## config.mk

```make
export PLATFORM = sky130hd
export DESIGN_NAME = dsp_pwr_ctl
export DESIGN_NICKNAME = d
export VERILOG_FILES = /design/src/rtl/dsp_pwr_pkg.sv /design/src/rtl/dsp_tick_gen.sv /design/src/rtl/dsp_oc_filter.sv /design/src/rtl/dsp_port_core.sv /design/src/rtl/dsp_pwr_ctl.sv
export SDC_FILE = /design/constraint.sdc
export NUM_CORES = 1
export LEC_CHECK = 0
export ABC_CLOCK_PERIOD_IN_PS = 3800
export BUFFER_PORTS_ARGS = -buffer_cell sky130_fd_sc_hd__buf_2
export CAP_MARGIN = 20
export CORE_MARGIN = 5
export CORE_UTILIZATION = 55
export DETAILED_ROUTE_END_ITERATION = 10
export PLACE_DENSITY = 0.84
export SLEW_MARGIN = 40
export SYNTH_ARGS = -nofsm -noshare
export SYNTH_HDL_FRONTEND = slang
export SYNTH_SLANG_ARGS = --single-unit
```

## constraint.sdc

```tcl
create_clock -name clk -period 3.8 [get_ports clk]
set_clock_uncertainty 0.05 [all_clocks]
set_input_delay 0.19 -clock clk [delete_from_list [all_inputs] [get_ports clk]]
set_output_delay 0.19 -clock clk [all_outputs]
set_load 0.01 [all_outputs]
```

## src/rtl/dsp_pwr_pkg.sv

```systemverilog
package dsp_pwr_pkg;

    // Per-port registered state of the power core.
    typedef struct packed {
        logic pwr;    // 1 = port powered
        logic stat;   // accepted overcurrent, registered
        logic chg;    // sticky onset flag
    } port_st_t;

    localparam port_st_t PORT_RST = '{pwr: 1'b0, stat: 1'b0, chg: 1'b0};

endpackage

```

## src/rtl/dsp_tick_gen.sv

```systemverilog
module dsp_tick_gen #(
    parameter int DIV = 4
) (
    input  logic clk,
    input  logic rst_n,
    output logic tick
);
    localparam int CW = (DIV > 1) ? $clog2(DIV) : 1;

    typedef struct packed {
        logic [CW-1:0] cnt;
    } tick_st_t;

    tick_st_t st_q, st_d;

    always_comb begin
        st_d = st_q;
        if (st_q.cnt == CW'(DIV - 1)) st_d.cnt = '0;
        else                          st_d.cnt = st_q.cnt + CW'(1);
        tick = (st_q.cnt == CW'(DIV - 1));
    end

    always_ff @(posedge clk or negedge rst_n) begin
        if (!rst_n) st_q <= '0;
        else        st_q <= st_d;
    end

    generate
        if (DIV > 1) begin : g_chk
            // ticks are isolated single-cycle pulses
            a_r3_tick_single: assert property (@(posedge clk) disable iff (!rst_n)
                tick |=> !tick);
        end
    endgenerate

endmodule

```

## src/rtl/dsp_oc_filter.sv

```systemverilog
module dsp_oc_filter #(
    parameter int FILT_W = 4
) (
    input  logic              clk,
    input  logic              rst_n,
    input  logic              tick,
    input  logic              raw,
    input  logic [FILT_W-1:0] len,
    output logic              accepted
);
    typedef struct packed {
        logic [FILT_W-1:0] cnt;
    } flt_st_t;

    flt_st_t           st_q, st_d;
    logic [FILT_W-1:0] lim;

    always_comb begin
        lim  = (len == '0) ? FILT_W'(1) : len;
        st_d = st_q;
        if (tick) begin
            if (!raw)                st_d.cnt = '0;
            else if (st_q.cnt < lim) st_d.cnt = st_q.cnt + FILT_W'(1);
        end
        accepted = (st_q.cnt >= lim);
    end

    always_ff @(posedge clk or negedge rst_n) begin
        if (!rst_n) st_q <= '0;
        else        st_q <= st_d;
    end

    // a fault is only accepted as a result of a sampling tick
    a_r3_accept_on_tick: assert property (@(posedge clk) disable iff (!rst_n)
        ($rose(accepted) && $stable(len)) |-> $past(tick));

    // a quiet sample at a tick withdraws acceptance
    a_r3_quiet_drops: assert property (@(posedge clk) disable iff (!rst_n)
        (tick && !raw) |=> !accepted);

endmodule

```

## src/rtl/dsp_port_core.sv

```systemverilog
module dsp_port_core
    import dsp_pwr_pkg::*;
#(
    parameter int NP = 3
) (
    input  logic          clk,
    input  logic          rst_n,
    input  logic [NP-1:0] acc,
    input  logic [NP-1:0] set_req,
    input  logic [NP-1:0] clr_req,
    input  logic [NP-1:0] chg_clr,
    input  logic          gang,
    input  logic          two_port,
    output logic [NP-1:0] pwr,
    output logic [NP-1:0] stat,
    output logic [NP-1:0] chg
);
    port_st_t [NP-1:0] st_q, st_d;
    logic     [NP-1:0] used, eff, setv, clrv;

    always_comb begin
        for (int i = 0; i < NP; i++) begin
            used[i] = !(two_port && (i == NP - 1));
        end
        eff  = gang ? ({NP{|(acc & used)}} & used)     : (acc & used);
        setv = gang ? ({NP{|(set_req & used)}} & used) : (set_req & used);
        clrv = gang ? ({NP{|(clr_req & used)}} & used) : (clr_req & used);

        st_d = st_q;
        for (int i = 0; i < NP; i++) begin
            st_d[i].stat = eff[i];
            st_d[i].chg  = used[i] &
                           ((st_q[i].chg & ~chg_clr[i]) | (eff[i] & ~st_q[i].stat));
            if (!used[i] || eff[i] || clrv[i]) st_d[i].pwr = 1'b0;
            else if (setv[i])                  st_d[i].pwr = 1'b1;
        end

        for (int i = 0; i < NP; i++) begin
            pwr[i]  = st_q[i].pwr;
            stat[i] = st_q[i].stat;
            chg[i]  = st_q[i].chg;
        end
    end

    always_ff @(posedge clk or negedge rst_n) begin
        if (!rst_n) st_q <= {NP{PORT_RST}};
        else        st_q <= st_d;
    end

    generate
        for (genvar g = 0; g < NP; g++) begin : g_chk
            // an accepted fault removes power at the next edge
            a_r4_fault_cuts_power: assert property (@(posedge clk) disable iff (!rst_n)
                eff[g] |=> !st_q[g].pwr);
            // power is only ever applied in answer to a set command
            a_r6_power_needs_set: assert property (@(posedge clk) disable iff (!rst_n)
                $rose(st_q[g].pwr) |-> $past(setv[g]));
            // a new fault always raises the change flag
            a_r5_onset_flags: assert property (@(posedge clk) disable iff (!rst_n)
                $rose(st_q[g].stat) |-> st_q[g].chg);
            // clear beats set
            a_r10_clear_wins: assert property (@(posedge clk) disable iff (!rst_n)
                clrv[g] |=> !st_q[g].pwr);
        end
    endgenerate

    // the retired port never gets power
    a_r9_retired_off: assert property (@(posedge clk) disable iff (!rst_n)
        two_port |=> !st_q[NP-1].pwr);

endmodule

```

## src/rtl/dsp_pwr_ctl.sv

```systemverilog
module dsp_pwr_ctl #(
    parameter int NP       = 3,
    parameter int FILT_W   = 4,
    parameter int TICK_DIV = 4
) (
    input  logic              clk,
    input  logic              rst_n,
    input  logic [NP-1:0]     pwr_set_req,
    input  logic [NP-1:0]     pwr_clr_req,
    input  logic [NP-1:0]     chg_clr,
    input  logic [NP-1:0]     oc_in_n,
    input  logic              gang_en,
    input  logic              two_port,
    input  logic [FILT_W-1:0] filt_len,
    output logic [NP-1:0]     pwr_en_n,
    output logic [NP-1:0]     oc_stat,
    output logic [NP-1:0]     oc_chg
);
    logic          tick;
    logic [NP-1:0] raw, acc, pwr;

    always_comb begin
        for (int i = 0; i < NP; i++) begin
            raw[i] = !oc_in_n[i] && !(two_port && (i == NP - 1));
        end
    end

    dsp_tick_gen #(.DIV(TICK_DIV)) u_tick (
        .clk   (clk),
        .rst_n (rst_n),
        .tick  (tick)
    );

    generate
        for (genvar g = 0; g < NP; g++) begin : g_flt
            dsp_oc_filter #(.FILT_W(FILT_W)) u_flt (
                .clk      (clk),
                .rst_n    (rst_n),
                .tick     (tick),
                .raw      (raw[g]),
                .len      (filt_len),
                .accepted (acc[g])
            );
        end
    endgenerate

    dsp_port_core #(.NP(NP)) u_core (
        .clk      (clk),
        .rst_n    (rst_n),
        .acc      (acc),
        .set_req  (pwr_set_req),
        .clr_req  (pwr_clr_req),
        .chg_clr  (chg_clr),
        .gang     (gang_en),
        .two_port (two_port),
        .pwr      (pwr),
        .stat     (oc_stat),
        .chg      (oc_chg)
    );

    assign pwr_en_n = ~pwr;

endmodule

```

---- Yosys cells after proc, flatten, opt, wreduce, memory -nomap -nowiden ----
Cells that the tools add are included.
storage, ports and cells
  latch bits .............................. 0
  memories ................................ 0
  register bits after elaboration ......... 23
  logic and storage cells ................. 84
  bits in read-only memories .............. 0
  bits in writable memories ............... 0
  bits of input ports ..................... 20
  output and inout port bits .............. 9
cells by class
  $lt $le $gt $ge ......................... 6
  add/sub/neg operators ................... 4
  reduce and logical (&&, ||, !) cells .... 19
  div/mod/pow operators ................... 0
  bitwise operators ....................... 23
  shifts and indexed selects .............. 0
  mux-type cells .......................... 17
  equal/unequal tests ..................... 2
  multipliers ............................. 0
operators by type and width
  operator                                      number
  2-to-1 mux 4 bit                              7
  AND 3 bit                                     6
  adder 4 x 1 -> 4 bit, second input constant   3
  >= comparator 4 bit                           3
  < comparator 4 bit                            3
  nonzero test 2 bit                            5
  2-to-1 mux 3 bit                              3
  OR reduction 3 bit                            3
  AND 1 bit                                     7
  2-to-1 mux 1 bit                              6
  inverter 1 bit                                6
  AND reduction 2 bit                           3
  logical NOT 4 bit                             1
  logical OR 1 bit                              4
  inverter 3 bit                                1
  bitwise OR 1 bit                              3
  adder 2 x 1 -> 2 bit, second input constant   1
  == test 2 bit, second input constant          1
  logical NOT 1 bit                             2
  2-to-1 mux 2 bit                              1
  inequality test 2 bit, second input constant  1
  logical AND 1 bit                             1

---- Logic depth before layout (Yosys ltp) ----
Gate-level depths: netlist (run 1).
  depth in word-level cells ............... 10
  depth in mapped cells ................... 8
  gate-level depth less buffers ........... 8

---- Modules after synthesis ----
From an unflattened synthesis (run 1), not the netlist that was laid out.
unflattened totals
  cells, all modules ...................... 180
  area total of the unflattened synthesis .. 1705.4 µm²
modules (own cells, without submodules)
  module         cells each  area each (µm²)  sequential area each (µm²)  instances
  dsp_oc_filter  41          386.6            100.1                       3
  dsp_port_core  47          456.7            225.2                       1
  dsp_tick_gen   4           66.3             50.0                        1
  dsp_pwr_ctl    6           22.5             0.0                         1

---- Least setup slack after synthesis (run 1) ----
No wires, ideal clock.
  path kind ............................... reg2reg
  start ................................... register g_flt[2].u_flt.st_q[3] in the netlist's numbering
  end ..................................... register g_flt[2].u_flt.st_q[1] in the netlist's numbering
  period minus slack after synthesis ...... 1.771 ns
  arrival time ............................ 1.600 ns
  required time ........................... 3.629 ns
  stages on the path, launching flop included .. 7
  path buffers ............................ 0
  library setup time ...................... 0.121 ns
  setup slack ............................. 2.029 ns
  cells stage by stage .................... dfrtp_1 ha_1 a21oi_1 nand2_1 nor2_1 mux2_1 a22o_1
between the ends
  longest elaborated chain between the ends .. 3
ends and longest elaborated chain
  item                                    line                 source
  from (decl)                             dsp_oc_filter.sv:15  flt_st_t st_q, st_d;
  from (signal assigned)                  dsp_oc_filter.sv:30  else st_q <= st_d;
  < comparator 4 bit                      dsp_oc_filter.sv:23  else if (st_q.cnt < lim) st_d.cnt = st_q.cnt + FILT_W'(1);
  inequality test 2 bit (no source line)  n/a
  AND reduction 2 bit (no source line)    n/a
Every way passes these cells.
A chain may end at the register's enable or synchronous reset.

---- Worst setup path in the final report (run 1) ----
Same ends and word-level chain as after synthesis.

==> results.cfg, run 1 <==
[global_route]
grt_max_degree = 24
grt_first_pass_wirelength_mm = 5.51
antenna_found_initial = 0
grt_pass1_vias = 1272
track_usage_pct = 16.9
grt_overflow = 0

[floorplan]
die_area_um2 = 3940
die_x_um = 62.8
initial_core_util_pct = 56.5
ios = 29
core_um2 = 2710
num_rows = 19
fp.dieH_um = 62.8

[cells_and_area]
fillers = 211
fin_cells = 218
drive_gt1_share_pct = 25.7
multi_input_area_um2 = 903
regArea_um2 = 576
nNetsFinal = 224
num_antenna_cells = 0
syn2layout_area_growth_pct = 14.5

[detailed_routing]
totalWireLength_mm = 3.12
ant_nets = 0
viasPerCell = 5.77
vias = 1258
drt-initial-drc-count = 55
drcViolationCount = 0
dr.pass1.iters = 4
wl_per_cell_um = 14.3

[yosys]
avgSynthCellArea_um2 = 9.94
synth_top_cells_by_area = dfrtp_1 (38%), ha_1 (13%), nor2_1 (4.2%), nand2b_1 (4.1%), inv_1 (3.2%)
seq_area_frac_synth_pct = 37.6
syn_area_um2 = 1530
synthCells = 154
synth_edf_count = 0
synth_top_area_share_pct = 37.6
yosysMostFrequentCell = dfrtp_1
synth_commonest_cells = dfrtp_1 (23), nor2_1 (17), ha_1 (16), inv_1 (13), nand2b_1 (10)
yosysTopAreaCell = dfrtp_1
ys_types = 47
syn-num-nets = 190
synthArstFlopShare_pct = 100
ys_warn_count = 0
synth_ff_type = dfrtp_1
synth_seq_cells = 23

[pwr]
p_per_area_nw_per_um2 = 524
internal_power_mw = 0.569
switchingPower_mw = 0.349
pwr-share-seq_pct = 41.1
clkPwrFrac_pct = 12.6
leakagePower_nw = 0.851
power_frac_comb_pct = 46.3
ir_drop_mv = 0.383
switching_share_pct = 38.0

[sta]
slew_violations = 0
hold_viol_final = 0
fin_crit_ns = 1.97
max_slew_margin_pct = 64.7
min_period_over_period_pct = 51.9
max_freq_ghz = 0.507
fin_tns_setup_ns = 0
max_slew.worst_pin.slew_ns = 0.529
finalSetupViolCount = 0
rsz0062_at_grt = false

[cts]
htreeDepth = 1
numCtsBuffers = 3
clk_pin_slew_ns = 0.13
tritoncts = done
insertion_delay_ns = 0.31
hold_buffers = 1
clockBufferDepth = 2
root_buffer = clkbuf_4
post_cts_buffers = 0
postCtsResizedCells = 0
cts.sinks = 23

[critical_path]
cp.required_ns = 3.97
worst_setup_path_start_kind = flip-flop
cp_data_arrival_time_ns = 2.14
worstSetupPathType = reg2reg
cp-end-kind = flip-flop
critPathMaxFanout = 3

[placement]
place_inst = 212
port_buffers = 28
gp_congestion = 0.858
dp_hpwl_mm = 2.46

[outcome]
outcome = finished clean

[run]
max_cap_viol_count = 0

[min_path]
min_path_type = in2reg
[final cells by class]
cell class,count,share of cell area [%]
Multi-Input combinational cell,117,51.5
Sequential cell,23,32.8
Clock buffer,4,1.50
Tap cell,31,2.21
Timing Repair Buffer,30,9.14
Inverter,13,2.78
[worst max-delay path: stages, from the launching register on]
cell and delay [ns]:
dfrtp_1 0.43, ha_1 0.32, a21oi_1 0.19, nand2_1 0.11
nor2_1 0.22, mux2_1 0.36, a22o_1 0.21
[cell usage in the layout (no fill, tap or decap), types with 2 or more instances in the layout]
| master | netlist | final |
|---|---|---|
| o21ai_0 | 8 | 8 |
| a21oi_2 | 2 | 2 |
| nor3b_2 | 3 | 3 |
| xnor2_1 | 3 | 3 |
| nor3_1 | 2 | 2 |
| o2bb2ai_1 | 2 | 2 |
| nand2b_1 | 10 | 10 |
| inv_1 | 13 | 13 |
| and2_1 | 2 | 2 |
| nor3b_1 | 2 | 2 |
| a221o_1 | 2 | 2 |
| o32ai_1 | 2 | 2 |
| ha_1 | 16 | 16 |
| dfrtp_1 | 23 | 23 |
| a21oi_1 | 3 | 3 |
| nor2b_1 | 4 | 4 |
| dlygate4sd3_1 | 0 | 2 |
| clkbuf_4 | 0 | 3 |
| nand3_1 | 3 | 3 |
| mux2_2 | 2 | 2 |
| nand2_1 | 8 | 8 |
| nor2_1 | 17 | 17 |
| buf_2 | 0 | 28 |
[state kept, by name, indices dropped and copies added (netlist names)]
register	count
u_core.pwr	3
u_core.chg	3
g_flt.u_flt.st_q	12
u_tick.st_q	2
u_core.stat	3
[through the flow]
stage	setup slack [ns]	cell area [um2]	util [%]	total power, mW	hold WS [ns]
after floorplan	2.03	1530	-	0.694	-0.156
after global placement	1.88	1710	63.0	0.792	0.137
after detailed placement	1.78	1710	63.0	0.809	0.154
after CTS	1.84	1740	64.3	0.927	0.000684
after global routing	1.70	1750	64.7	1.01	0.0180
final	1.83	1750	64.7	0.918	0.0160
[cell families (layout without fill, tap and decap cells)]
| logic type | after synthesis | after routing | share of synthesized area, % |
|---|---|---|---|
| AND/OR/NAND/NOR | 60 | 60 | 23.8 |
| AO/OA/AOI/OAI | 33 | 33 | 16.6 |
| flip-flops | 23 | 23 | 37.6 |
| adder cells (fa/ha/maj) | 16 | 16 | 13.1 |
| buffers and inverters | 14 | 47 | 3.43 |
| multiplexers | 5 | 5 | 3.84 |
| XOR/XNOR | 3 | 3 | 1.72 |
[per-layer routing]
metal,GRT usage [%],up-vias,share of wire (%)
li1,-,614,-
met1,19.9,593,42
met2,28.8,42,47
met3,5.04,9,8.1
met4,6.37,0,2.1
met5,0,-,0
[power groups by stage]
stage	sequential (mW)	combinational [mW]	clock (mW)
floorplan	0.383	0.312	0
global route	0.387	0.487	0.137
global placement	0.381	0.411	0
CTS	0.377	0.430	0.120
finish	0.377	0.425	0.115
detailed placement	0.383	0.426	0
[final timing paths]
| check | start | end | slack [ns] | cells after the start |
|---|---|---|---|---|
| worst max register to register | g_flt[2].u_flt.st_q[3]$_DFFE_PN0P_ | g_flt[2].u_flt.st_q[1]$_DFFE_PN0P_ | 1.83 | 6 |
| worst min register to register | u_tick.st_q[0]$_DFF_PN0_ | u_tick.st_q[0]$_DFF_PN0_ | 0.39 | 1 |
| worst max-delay path | g_flt[2].u_flt.st_q[3]$_DFFE_PN0P_ | g_flt[2].u_flt.st_q[1]$_DFFE_PN0P_ | 1.83 | 6 |
| worst min-delay path | chg_clr[0] | u_core.chg[0]$_DFF_PN0_ | 0.02 | 2 |
| min in group asynchronous | rst_n | u_core.chg[2]$_DFF_PN0_ | 0.32 | 2 |
| max in group asynchronous | rst_n | u_tick.st_q[1]$_DFF_PN0_ | 3.02 | 2 |
No activity file was read; power rests on OpenSTA's default activity.
==> inputs of run 2 (changes only) <==
--- a/config.mk
+++ b/config.mk
@@ -5,13 +5,13 @@
 export SDC_FILE = /design/constraint.sdc
 export NUM_CORES = 1
 export LEC_CHECK = 0
-export ABC_CLOCK_PERIOD_IN_PS = 3800
+export ABC_CLOCK_PERIOD_IN_PS = 1600
 export BUFFER_PORTS_ARGS = -buffer_cell sky130_fd_sc_hd__buf_2
 export CAP_MARGIN = 20
 export CORE_MARGIN = 5
-export CORE_UTILIZATION = 55
+export CORE_UTILIZATION = 49
 export DETAILED_ROUTE_END_ITERATION = 10
-export PLACE_DENSITY = 0.84
+export PLACE_DENSITY = 0.8
 export SLEW_MARGIN = 40
 export SYNTH_ARGS = -nofsm -noshare
 export SYNTH_HDL_FRONTEND = slang
==> constraint.sdc (replaced) <==
create_clock -name clk -period 1.6 [get_ports clk]
set_clock_uncertainty 0.05 [all_clocks]
set_input_delay 0.08 -clock clk [delete_from_list [all_inputs] [get_ports clk]]
set_output_delay 0.08 -clock clk [all_outputs]
set_load 0.01 [all_outputs]
==> results.cfg, run 2 (synthesis results as in run 1) <==
[global_route]
antenna_found_initial = 0
grt_max_degree = 24
grt_overflow = 0
use_met2_pct = 39.4
track_usage_pct = 20.3
grt_pass1_vias = 1585
top_usage_layer = met2
grt_first_pass_wirelength_mm = 6.84
met3_usage_pct = 2.38
met1_usage_pct = 22.4

[pwr]
leakagePower_nw = 1.08
p_per_area_nw_per_um2 = 1250
ir_drop_mv = 0.718
p_total_mw = 2.99

[min_path]
min_path_type = in2reg
hold_depth = 3
hp-start = gang_en

[outcome]
outcome = finished, violations left
violations = negative setup slack

[critical_path]
worst_setup_path_start_kind = flip-flop
cp-end-kind = flip-flop
cp.required_ns = 1.80
worstSetupPathType = reg2reg
r2r-start = g_flt[1].u_flt.st_q[1]$_DFFE_PN0P_
r2r_cells = 7
crit_start = g_flt[1].u_flt.st_q[1]$_DFFE_PN0P_
critPathMaxFanout = 4
cp_data_arrival_time_ns = 2.01

[sta]
fin_crit_ns = 1.82
rsz0062_at_grt = true
max_freq_ghz = 0.550
hold_viol_final = 0
fin_ws_ns = -0.217
max_slew.worst_pin.slew_ns = 0.549
max_slew_margin_pct = 63.4
slew_violations = 0
min_period_over_period_pct = 114
finalSetupViolCount = 20

[floorplan]
fp.dieH_um = 65.9
die_x_um = 65.9
num_rows = 20
ios = 29
core_um2 = 3030
initial_core_util_pct = 50.6
die_area_um2 = 4340

[cts]
insertion_delay_ns = 0.32
clockBufferDepth = 2
clk_pin_slew_ns = 0.14
tritoncts = done
htreeDepth = 1
cts.sinks = 23
root_buffer = clkbuf_4
numCtsBuffers = 3

[placement]
post-place-ws_ns = -0.243
place_inst = 250
gp_congestion = 0.838
dp_hpwl_mm = 2.86
port_buffers = 28

[cells_and_area]
drive_gt1_share_pct = 50.0
num_antenna_cells = 0
nNetsFinal = 263
syn2layout_area_growth_pct = 56.0
layout_commonest_cell = buf_2
fin_cells = 270
regMostFlops = g_flt.u_flt.st_q
final_util_pct = 78.9
layout_common_cells = buf_2 (28), buf_4 (26), dfrtp_1 (23)
largest_reg_flops = 12

[detailed_routing]
drcViolationCount = 0
dr.pass1.iters = 4
drt-initial-drc-count = 103
totalWireLength_mm = 4.70
ant_nets = 0
viasPerCell = 5.45
vias = 1472
wl_per_cell_um = 17.4

[run]
max_cap_viol_count = 0
-- run 2: changes by cell type in the layout (fill, tap and decap cells not counted), moves of 3 or more --
cell / previous run / this run
a21oi_1: 3 / 0
ha_1: 16 / 9
nand2_1: 8 / 5
ha_4: 0 / 7
buf_6: 0 / 7
o21ai_4: 0 / 3
buf_4: 0 / 26
dlygate4sd3_1: 2 / 8
o21ai_0: 8 / 4
-- run 2: per-layer routing --
| layer | wire [um] | share of wire [%] | vias to the layer above |
|---|---|---|---|
| met5 | 0 | 0 | - |
| met1 | 1840 | 39 | 706 |
| met2 | 2460 | 52 | 62 |
| met4 | 141 | 3.0 | 0 |
| met3 | 259 | 5.5 | 14 |
| li1 | - | - | 690 |
-- run 2: layout make-up --
cell class                      instances  area [um2]
Fill cell                             174         639
Clock inverter                          1        5.00
Clock buffer                            3        22.5
Sequential cell                        23         576
Multi-Input combinational cell        117        1190
Timing Repair Buffer                   69         494
Inverter                               13        48.8
Tap cell                               44        55.1
-- run 2: metrics by stage --
step	instance area (um2)	hold WS [ns]	setup TNS (ns)
6_report	2390	0.0298	-2.55
5_1_grt	2390	0.0273	-3.81
4_1_cts	2150	0.0109	-2.51
3_5_place_dp	1920	0.0399	-2.91
3_3_place_gp	1920	0.0339	-1.93
2_1_floorplan	1540	-0.266	-1.14
-- run 2: path summary, 6_finish.rpt --
path                                                   to  slack (ns)
worst max-delay path            u_core.pwr[2]$_DFFE_PN0P_       -0.22
worst min-delay path             u_core.stat[0]$_DFF_PN0_        0.03
worst max register to register  u_core.pwr[2]$_DFFE_PN0P_       -0.22
worst min register to register   u_tick.st_q[0]$_DFF_PN0_        0.40
max in group asynchronous        u_tick.st_q[0]$_DFF_PN0_        0.91
min in group asynchronous       u_core.pwr[0]$_DFFE_PN0P_        0.21
-- run 2: critical path, stage by stage (launching register included) --
cell and delay [ns]:
dfrtp_1 0.43, ha_4 0.23, nor2b_4 0.13, o31ai_4 0.25, buf_4 0.16, nand3_4 0.12, o21ai_4 0.20, nor3b_2 0.17
-- run 2: what timing repair did --
| action | 4_1_cts | 5_1_grt |
|---|---|---|
| hold buffers | 8 | 0 |
| endpoints found under the hold margin | 30 | 0 |
| buffers inserted | 5 | 5 |
| setup endpoints to repair | 20 | 21 |
| gates resized for setup | 14 | 36 |
| pin swaps | 9 | 26 |
-- run 2: power by group --
group	leakage (nW)	internal (mW)	total, mW	switching (mW)
clock	0.0177	0.0937	0.284	0.191
sequential	0.294	0.751	0.870	0.119
combinational	0.773	0.968	1.84	0.867
total	1.08	1.81	2.99	1.18
